[config.mk]
export PLATFORM = sky130hd
export DESIGN_NAME = sup_wdog_reset
export DESIGN_NICKNAME = d
export VERILOG_FILES = /design/src/rtl/sup_pkg.sv /design/src/rtl/sup_sync.sv /design/src/rtl/sup_hold_ctrl.sv /design/src/rtl/sup_wdog.sv /design/src/rtl/sup_wdog_reset.sv
export SDC_FILE = /design/constraint.sdc
export NUM_CORES = 1
export LEC_CHECK = 0
export ABC_AREA = 1
export BUFFER_PORTS_ARGS = -buffer_cell sky130_fd_sc_hd__buf_4
export CORE_MARGIN = 2
export CORE_UTILIZATION = 61
export CTS_CLUSTER_DIAMETER = 150
export DETAILED_ROUTE_END_ITERATION = 8
export HOLD_SLACK_MARGIN = 0.02
export PLACE_DENSITY = 0.79
export SYNTH_ARGS = -nofsm -noshare
export SYNTH_HDL_FRONTEND = slang
export SYNTH_HIERARCHICAL = 1
export SYNTH_SLANG_ARGS = --single-unit
[constraint.sdc]
create_clock -name clk -period 2.1 [get_ports clk]
set_clock_uncertainty 0.05 [all_clocks]
set_input_delay 0.315 -clock clk [delete_from_list [all_inputs] [get_ports clk]]
set_output_delay 0.315 -clock clk [all_outputs]
set_load 0.01 [all_outputs]
[src/rtl/sup_pkg.sv]
package sup_pkg;

    // Watchdog period selection; the encoding is part of the port contract.
    typedef enum logic [1:0] {
        WD_SEL_LONG  = 2'b00,
        WD_SEL_MID   = 2'b01,
        WD_SEL_SHORT = 2'b10,
        WD_SEL_OFF   = 2'b11
    } wd_sel_e;

    function automatic int unsigned max3(input int unsigned a,
                                         input int unsigned b,
                                         input int unsigned c);
        int unsigned m;
        m = (a > b) ? a : b;
        return (m > c) ? m : c;
    endfunction

endpackage

[src/rtl/sup_sync.sv]
module sup_sync #(
    parameter int unsigned W       = 1,
    parameter logic [W-1:0] RST_VAL = '0
) (
    input  logic         clk,
    input  logic         por_n,
    input  logic [W-1:0] d_async,
    output logic [W-1:0] q_sync
);

    typedef struct packed {
        logic [W-1:0] meta;
        logic [W-1:0] stab;
    } sync_t;

    sync_t st_d, st_q;

    always_comb begin
        st_d      = st_q;
        st_d.meta = d_async;
        st_d.stab = st_q.meta;
    end

    always_ff @(posedge clk or negedge por_n) begin
        if (!por_n) begin
            st_q.meta <= RST_VAL;
            st_q.stab <= RST_VAL;
        end else begin
            st_q <= st_d;
        end
    end

    assign q_sync = st_q.stab;

endmodule

[src/rtl/sup_hold_ctrl.sv]
module sup_hold_ctrl #(
    parameter int unsigned HOLD_CYC = 2000
) (
    input  logic clk,
    input  logic por_n,
    input  logic sok_s,
    input  logic expire,
    output logic in_reset
);

    localparam int unsigned HW = (HOLD_CYC > 1) ? $clog2(HOLD_CYC + 1) : 1;
    localparam logic [HW-1:0] HOLD_LAST = HW'(HOLD_CYC - 1);

    typedef struct packed {
        logic          active;
        logic [HW-1:0] cnt;
    } hold_t;

    hold_t st_d, st_q;

    always_comb begin
        st_d = st_q;
        if (!sok_s || expire) begin
            // Supply loss or watchdog expiry: (re)enter reset, restart hold.
            st_d.active = 1'b1;
            st_d.cnt    = '0;
        end else if (st_q.active) begin
            if (st_q.cnt >= HOLD_LAST) begin
                st_d.active = 1'b0;
                st_d.cnt    = '0;
            end else begin
                st_d.cnt = st_q.cnt + 1'b1;
            end
        end else begin
            st_d.cnt = '0;
        end
    end

    always_ff @(posedge clk or negedge por_n) begin
        if (!por_n) begin
            st_q.active <= 1'b1;
            st_q.cnt    <= '0;
        end else begin
            st_q <= st_d;
        end
    end

    assign in_reset = st_q.active;

endmodule

[src/rtl/sup_wdog.sv]
module sup_wdog
    import sup_pkg::*;
#(
    parameter int unsigned WD_LONG  = 16000,
    parameter int unsigned WD_MID   = 6000,
    parameter int unsigned WD_SHORT = 1500
) (
    input  logic       clk,
    input  logic       por_n,
    input  logic       enable,
    input  logic       wdi_s,
    input  logic [1:0] wd_sel,
    output logic       expire
);

    localparam int unsigned MAXP = max3(WD_LONG, WD_MID, WD_SHORT);
    localparam int unsigned CW   = $clog2(MAXP + 1);
    localparam logic [CW-1:0] LAST_LONG  = CW'(WD_LONG - 1);
    localparam logic [CW-1:0] LAST_MID   = CW'(WD_MID - 1);
    localparam logic [CW-1:0] LAST_SHORT = CW'(WD_SHORT - 1);

    typedef struct packed {
        logic          prev;
        logic [CW-1:0] cnt;
    } wd_t;

    wd_t           st_d, st_q;
    logic [CW-1:0] last;
    logic          off;
    logic          fall;

    always_comb begin
        off  = 1'b0;
        last = LAST_LONG;
        case (wd_sel_e'(wd_sel))
            WD_SEL_LONG:  last = LAST_LONG;
            WD_SEL_MID:   last = LAST_MID;
            WD_SEL_SHORT: last = LAST_SHORT;
            default:      off  = 1'b1;
        endcase
    end

    always_comb begin
        st_d      = st_q;
        st_d.prev = wdi_s;
        fall      = st_q.prev & ~wdi_s;
        expire    = 1'b0;
        if (!enable || off) begin
            st_d.cnt = '0;
        end else if (fall) begin
            st_d.cnt = '0;
        end else if (st_q.cnt >= last) begin
            expire   = 1'b1;
            st_d.cnt = '0;
        end else begin
            st_d.cnt = st_q.cnt + 1'b1;
        end
    end

    always_ff @(posedge clk or negedge por_n) begin
        if (!por_n) begin
            st_q.prev <= 1'b1;
            st_q.cnt  <= '0;
        end else begin
            st_q <= st_d;
        end
    end

endmodule

[src/rtl/sup_wdog_reset.sv]
module sup_wdog_reset
    import sup_pkg::*;
#(
    parameter int unsigned HOLD_CYC        = 2000,
    parameter int unsigned WD_LONG         = 16000,
    parameter int unsigned WD_MID          = 6000,
    parameter int unsigned WD_SHORT        = 1500,
    parameter bit          RST_ACTIVE_HIGH = 1'b0
) (
    input  logic       clk,
    input  logic       por_n,
    input  logic       supply_ok,
    input  logic       wdi_cs,
    input  logic [1:0] wd_sel,
    output logic       rst_out
);

    logic [1:0] sync_q;
    logic       sok_s;
    logic       wdi_s;
    logic       in_reset;
    logic       wd_expire;

    // bit 1: supply flag (clears low), bit 0: chip-select (clears high)
    sup_sync #(.W(2), .RST_VAL(2'b01)) u_sync (
        .clk     (clk),
        .por_n   (por_n),
        .d_async ({supply_ok, wdi_cs}),
        .q_sync  (sync_q)
    );

    assign sok_s = sync_q[1];
    assign wdi_s = sync_q[0];

    sup_hold_ctrl #(.HOLD_CYC(HOLD_CYC)) u_hold (
        .clk      (clk),
        .por_n    (por_n),
        .sok_s    (sok_s),
        .expire   (wd_expire),
        .in_reset (in_reset)
    );

    sup_wdog #(
        .WD_LONG  (WD_LONG),
        .WD_MID   (WD_MID),
        .WD_SHORT (WD_SHORT)
    ) u_wdog (
        .clk    (clk),
        .por_n  (por_n),
        .enable (~in_reset),
        .wdi_s  (wdi_s),
        .wd_sel (wd_sel),
        .expire (wd_expire)
    );

    generate
        if (RST_ACTIVE_HIGH) begin : g_pol_high
            assign rst_out = in_reset;
        end else begin : g_pol_low
            assign rst_out = ~in_reset;
        end
    endgenerate

endmodule

==> summary.md <==
| Metric | Value |
|---|---|
| EDFF count, synth | `0` |
| DRC Markers | `0` |
| Sequential cell area fraction in the yosys report | `38.3%` |
| Slew Viols, Final | `0` |
| Mux contribution to synthesized area | `0%` |
| Final min period | `1.93 ns` |
| Synth Area in XOR/XNOR | `0.430%` |
| Routed Antenna Nets | `0` |
| DIE HEIGHT | `roughly 62 µm` |
| CTS Buffer Depth | `2` |
| Vias in the first global route | `about 1500` |
| First-pass GRT wire length | `6.27 mm` |
| Input/output buffers | `6` |
| Power Density | `520 nW/µm²` |
| Fmax achieved | `0.518 GHz` |
| Maximum number of pins on one net before global-route repair | `32` |
| GR Util All Layers | `22.4%` |
| Max Cap Violations | `0` |
| Worst min-delay path class | `register to register` |
| Async set-reset flop share out of synthesis | `100%` |
| Drt initial violations | `71` |
| Average cell area after synthesis | `about 8.2 µm²` |
| Status | `finished clean` |
| Total wire length | `3.73 mm` |
| Final hold violation count | `0` |
| Reg2reg path depth | `10` |
| Initial antenna violation count | `0` |
| Post-synthesis cell area | `2040 µm²` |
| Worst path required time | `2.32 ns` |
| Post-Synth Adder-Cell Area | `6.76%` |
| WS Path Type | `register to register` |
| Via density | `roughly 5` |
| Top FF cell, synth | `dfrtp_1` |
| Syn_nets | `roughly 270` |
| # nets final | `284` |
| Area share of the largest cell type after synthesis | `33.2%` |
| Routed len/inst | `roughly 12 µm` |
| Worst-Skew Late Latency | `0.34 ns` |
| Syn Inst Count | `248` |
| ANT cells | `0` |
| CP max FO | `10` |
| Synth area leaders | `dfrtp_1 33%, nand2_1 10%, nor2_4 7.2%` |
| Compound-Gate Fraction of Synth Area | `approximately 5.9%` |
| P_leak | `1.05 nW` |
| Setup Viol. Count Final | `0` |
| Die area | `between 3000 and 4000 µm²` |
| Vias | `1596` |
| Remaining global-route overflow | `0` |
| GPL Wtd Cong | `a little under 0.9` |
| FF+latch count, synth | `31` |
| TritonRoute pass-1 iters | `4` |
| Critical path endpoint category | `register` |
| Main combinational cell family by area after synthesis | `simple AND/OR/NAND/NOR gates` |
| Slew margin rel. | `70.5%` |
| Post-synthesis cell type count | `28` |
| Fin crit share | `92.0%` |
| Final core occ | `approximately three quarters` |
| RSZ-0062 raised after global routing | `no` |
| YS warnings | `6` |
| Filler cells | `260` |
| Arr. time, crit path | `2.15 ns` |
| Worst VDD drop | `403 µV` |
| CTS root buf | `clkbuf_4` |
| Final worst slack | `about 0.17 ns` |
| CTS tree | `done` |
| Share of cells above drive strength 1 | `26.9%` |
| Inserted Clock Buffers | `5` |
| Hold slack | `approximately 0.31 ns` |
| Design Power | `1.19 mW` |
| Worst hold path stage count | `0` |
| CTS clock-pin slew for the worst setup and hold paths | `roughly 0.09 ns` |
| Simple-gate share of the synthesized area | `40.0%` |
| Core area | `3100 µm²` |
| HPWL Detailed | `2.70 mm` |
| Least-Margin Pin Slew | `about 0.44 ns` |
| Layout area overhead | `12.0%` |
| H-Tree Depth | `2` |
| Resized cells post-CTS | `0` |
| Setup slack, reg-to-reg | `0.17 ns` |
| Critical path startpoint category | `register` |
| Row count | `20` |
| I/O pin cnt | `7` |
| Worst slack at placement | `-0.148 ns` |
| Initial core utilization | `65.6%` |
| Die Width | `61.8 µm` |
| Clock Sinks | `31` |
| Leading area contributor after synthesis | `dfrtp_1` |
==> state kept, by name, summed over array words and instances (netlist names) <==
name	count
u_sync/q_sync	2
u_sync/st_d	2
u_hold/in_reset	1
u_hold/st_q	11
u_wdog/st_q	15
==> where the power goes <==
part           total [mW]  switching (mW)  leakage (nW)  internal (mW)
logic              0.0720          0.0426         0.590         0.0294
registers           0.616         0.00770         0.412          0.608
clock network       0.498           0.217        0.0482          0.281
total                1.19           0.267          1.05          0.919
==> area by class of cell <==
cell class                      count  area, µm²  share of cell area (%)
Multi-Input combinational cell    175       1080                    47.5
Inverter                           40        150                    6.58
Clock inverter                      2       35.0                    1.54
Timing Repair Buffer               14        125                    5.48
Tap cell                           44       55.1                    2.41
Sequential cell                    31        781                    34.2
Clock buffer                        6       51.3                    2.25
==> cells in the mapped netlist, types with 6 or more instances <==
cell type,instances
nand2_2,6
nand3_1,19
ha_1,11
nor2_1,17
nor2_2,13
o21bai_1,6
inv_1,35
dfrtp_1,27
nand2_1,54
o21ai_0,6
nand4_1,10
nand3_2,6
nor2_4,13
==> path summary, 6_finish.rpt <==
check | startpoint | end
min | u_sync/st_d[0] | u_sync/q_sync[0]
min in group asynchronous | por_n | u_wdog/st_q[0]
min reg2reg | u_sync/st_d[0] | u_sync/q_sync[0]
max | u_wdog/st_q[8] | u_hold/st_q[3]
max in group asynchronous | por_n | u_wdog/st_q[14]
max reg2reg | u_wdog/st_q[8] | u_hold/st_q[3]
==> critical path, stage by stage (launching register included) <==
cell and delay, ns:
dfrtp_1 0.43, ha_1 0.32, nand2_1 0.07, inv_1 0.04, o21ai_2 0.11, nand2_2 0.08
a21oi_4 0.16, a21oi_1 0.10, nor2_2 0.27, nand2_8 0.13, nor2_2 0.10
==> logic make-up after synthesis <==
| family | count (synthesis) |
|---|---|
| simple gates | 145 |
| buf+inv | 42 |
| flops | 31 |
| compound gates | 18 |
| fa+ha+maj | 11 |
| xor+xnor | 1 |
==> timing repair <==
item | CTS | global route
hold endpoints to repair | 28 | 1
hold buffers | 2 | 1
setup buffers | 0 | 0
==> layer usage <==
| layer | up-vias | part of all wire [%] | track usage, % |
|---|---|---|---|
| li1 | 825 | - | - |
| met3 | 3 | 4.8 | 4.55 |
| met1 | 729 | 49 | 30.3 |
| met4 | 0 | 0.75 | 9.12 |
| met2 | 39 | 46 | 35.2 |
| met5 | - | 0 | 0 |
==> placed cells by master, fill, tap and decap left out, types with 2 or more instances in the layout <==
cell / netlist / routed
nor3_1: 2 / 2
inv_2: 4 / 4
o21ai_0: 6 / 6
ha_1: 11 / 11
nand4_1: 10 / 10
nor2_4: 13 / 13
nor2_1: 17 / 16
nor2_2: 13 / 14
inv_1: 35 / 35
nand3_1: 19 / 19
o21ai_1: 3 / 3
o21bai_1: 6 / 6
nand2_4: 2 / 2
nand2_1: 54 / 54
dfrtp_1: 27 / 27
nand2_2: 6 / 6
dlygate4sd3_1: 0 / 3
buf_4: 0 / 10
nand3_2: 6 / 6
dfstp_2: 4 / 4
clkbuf_4: 0 / 5
==> through the flow <==
stage | cell area [µm²] | std cells | setup TNS [ns]
final | 2280 | 312 | 0
after global routing | 2280 | 312 | 0
after CTS | 2270 | 311 | 0
after detailed placement | 2170 | 301 | -1.59
after global placement | 2170 | 301 | -1.12
after floorplan | 2040 | 248 | 0
Note: power is estimated with default switching activity, not from simulation.
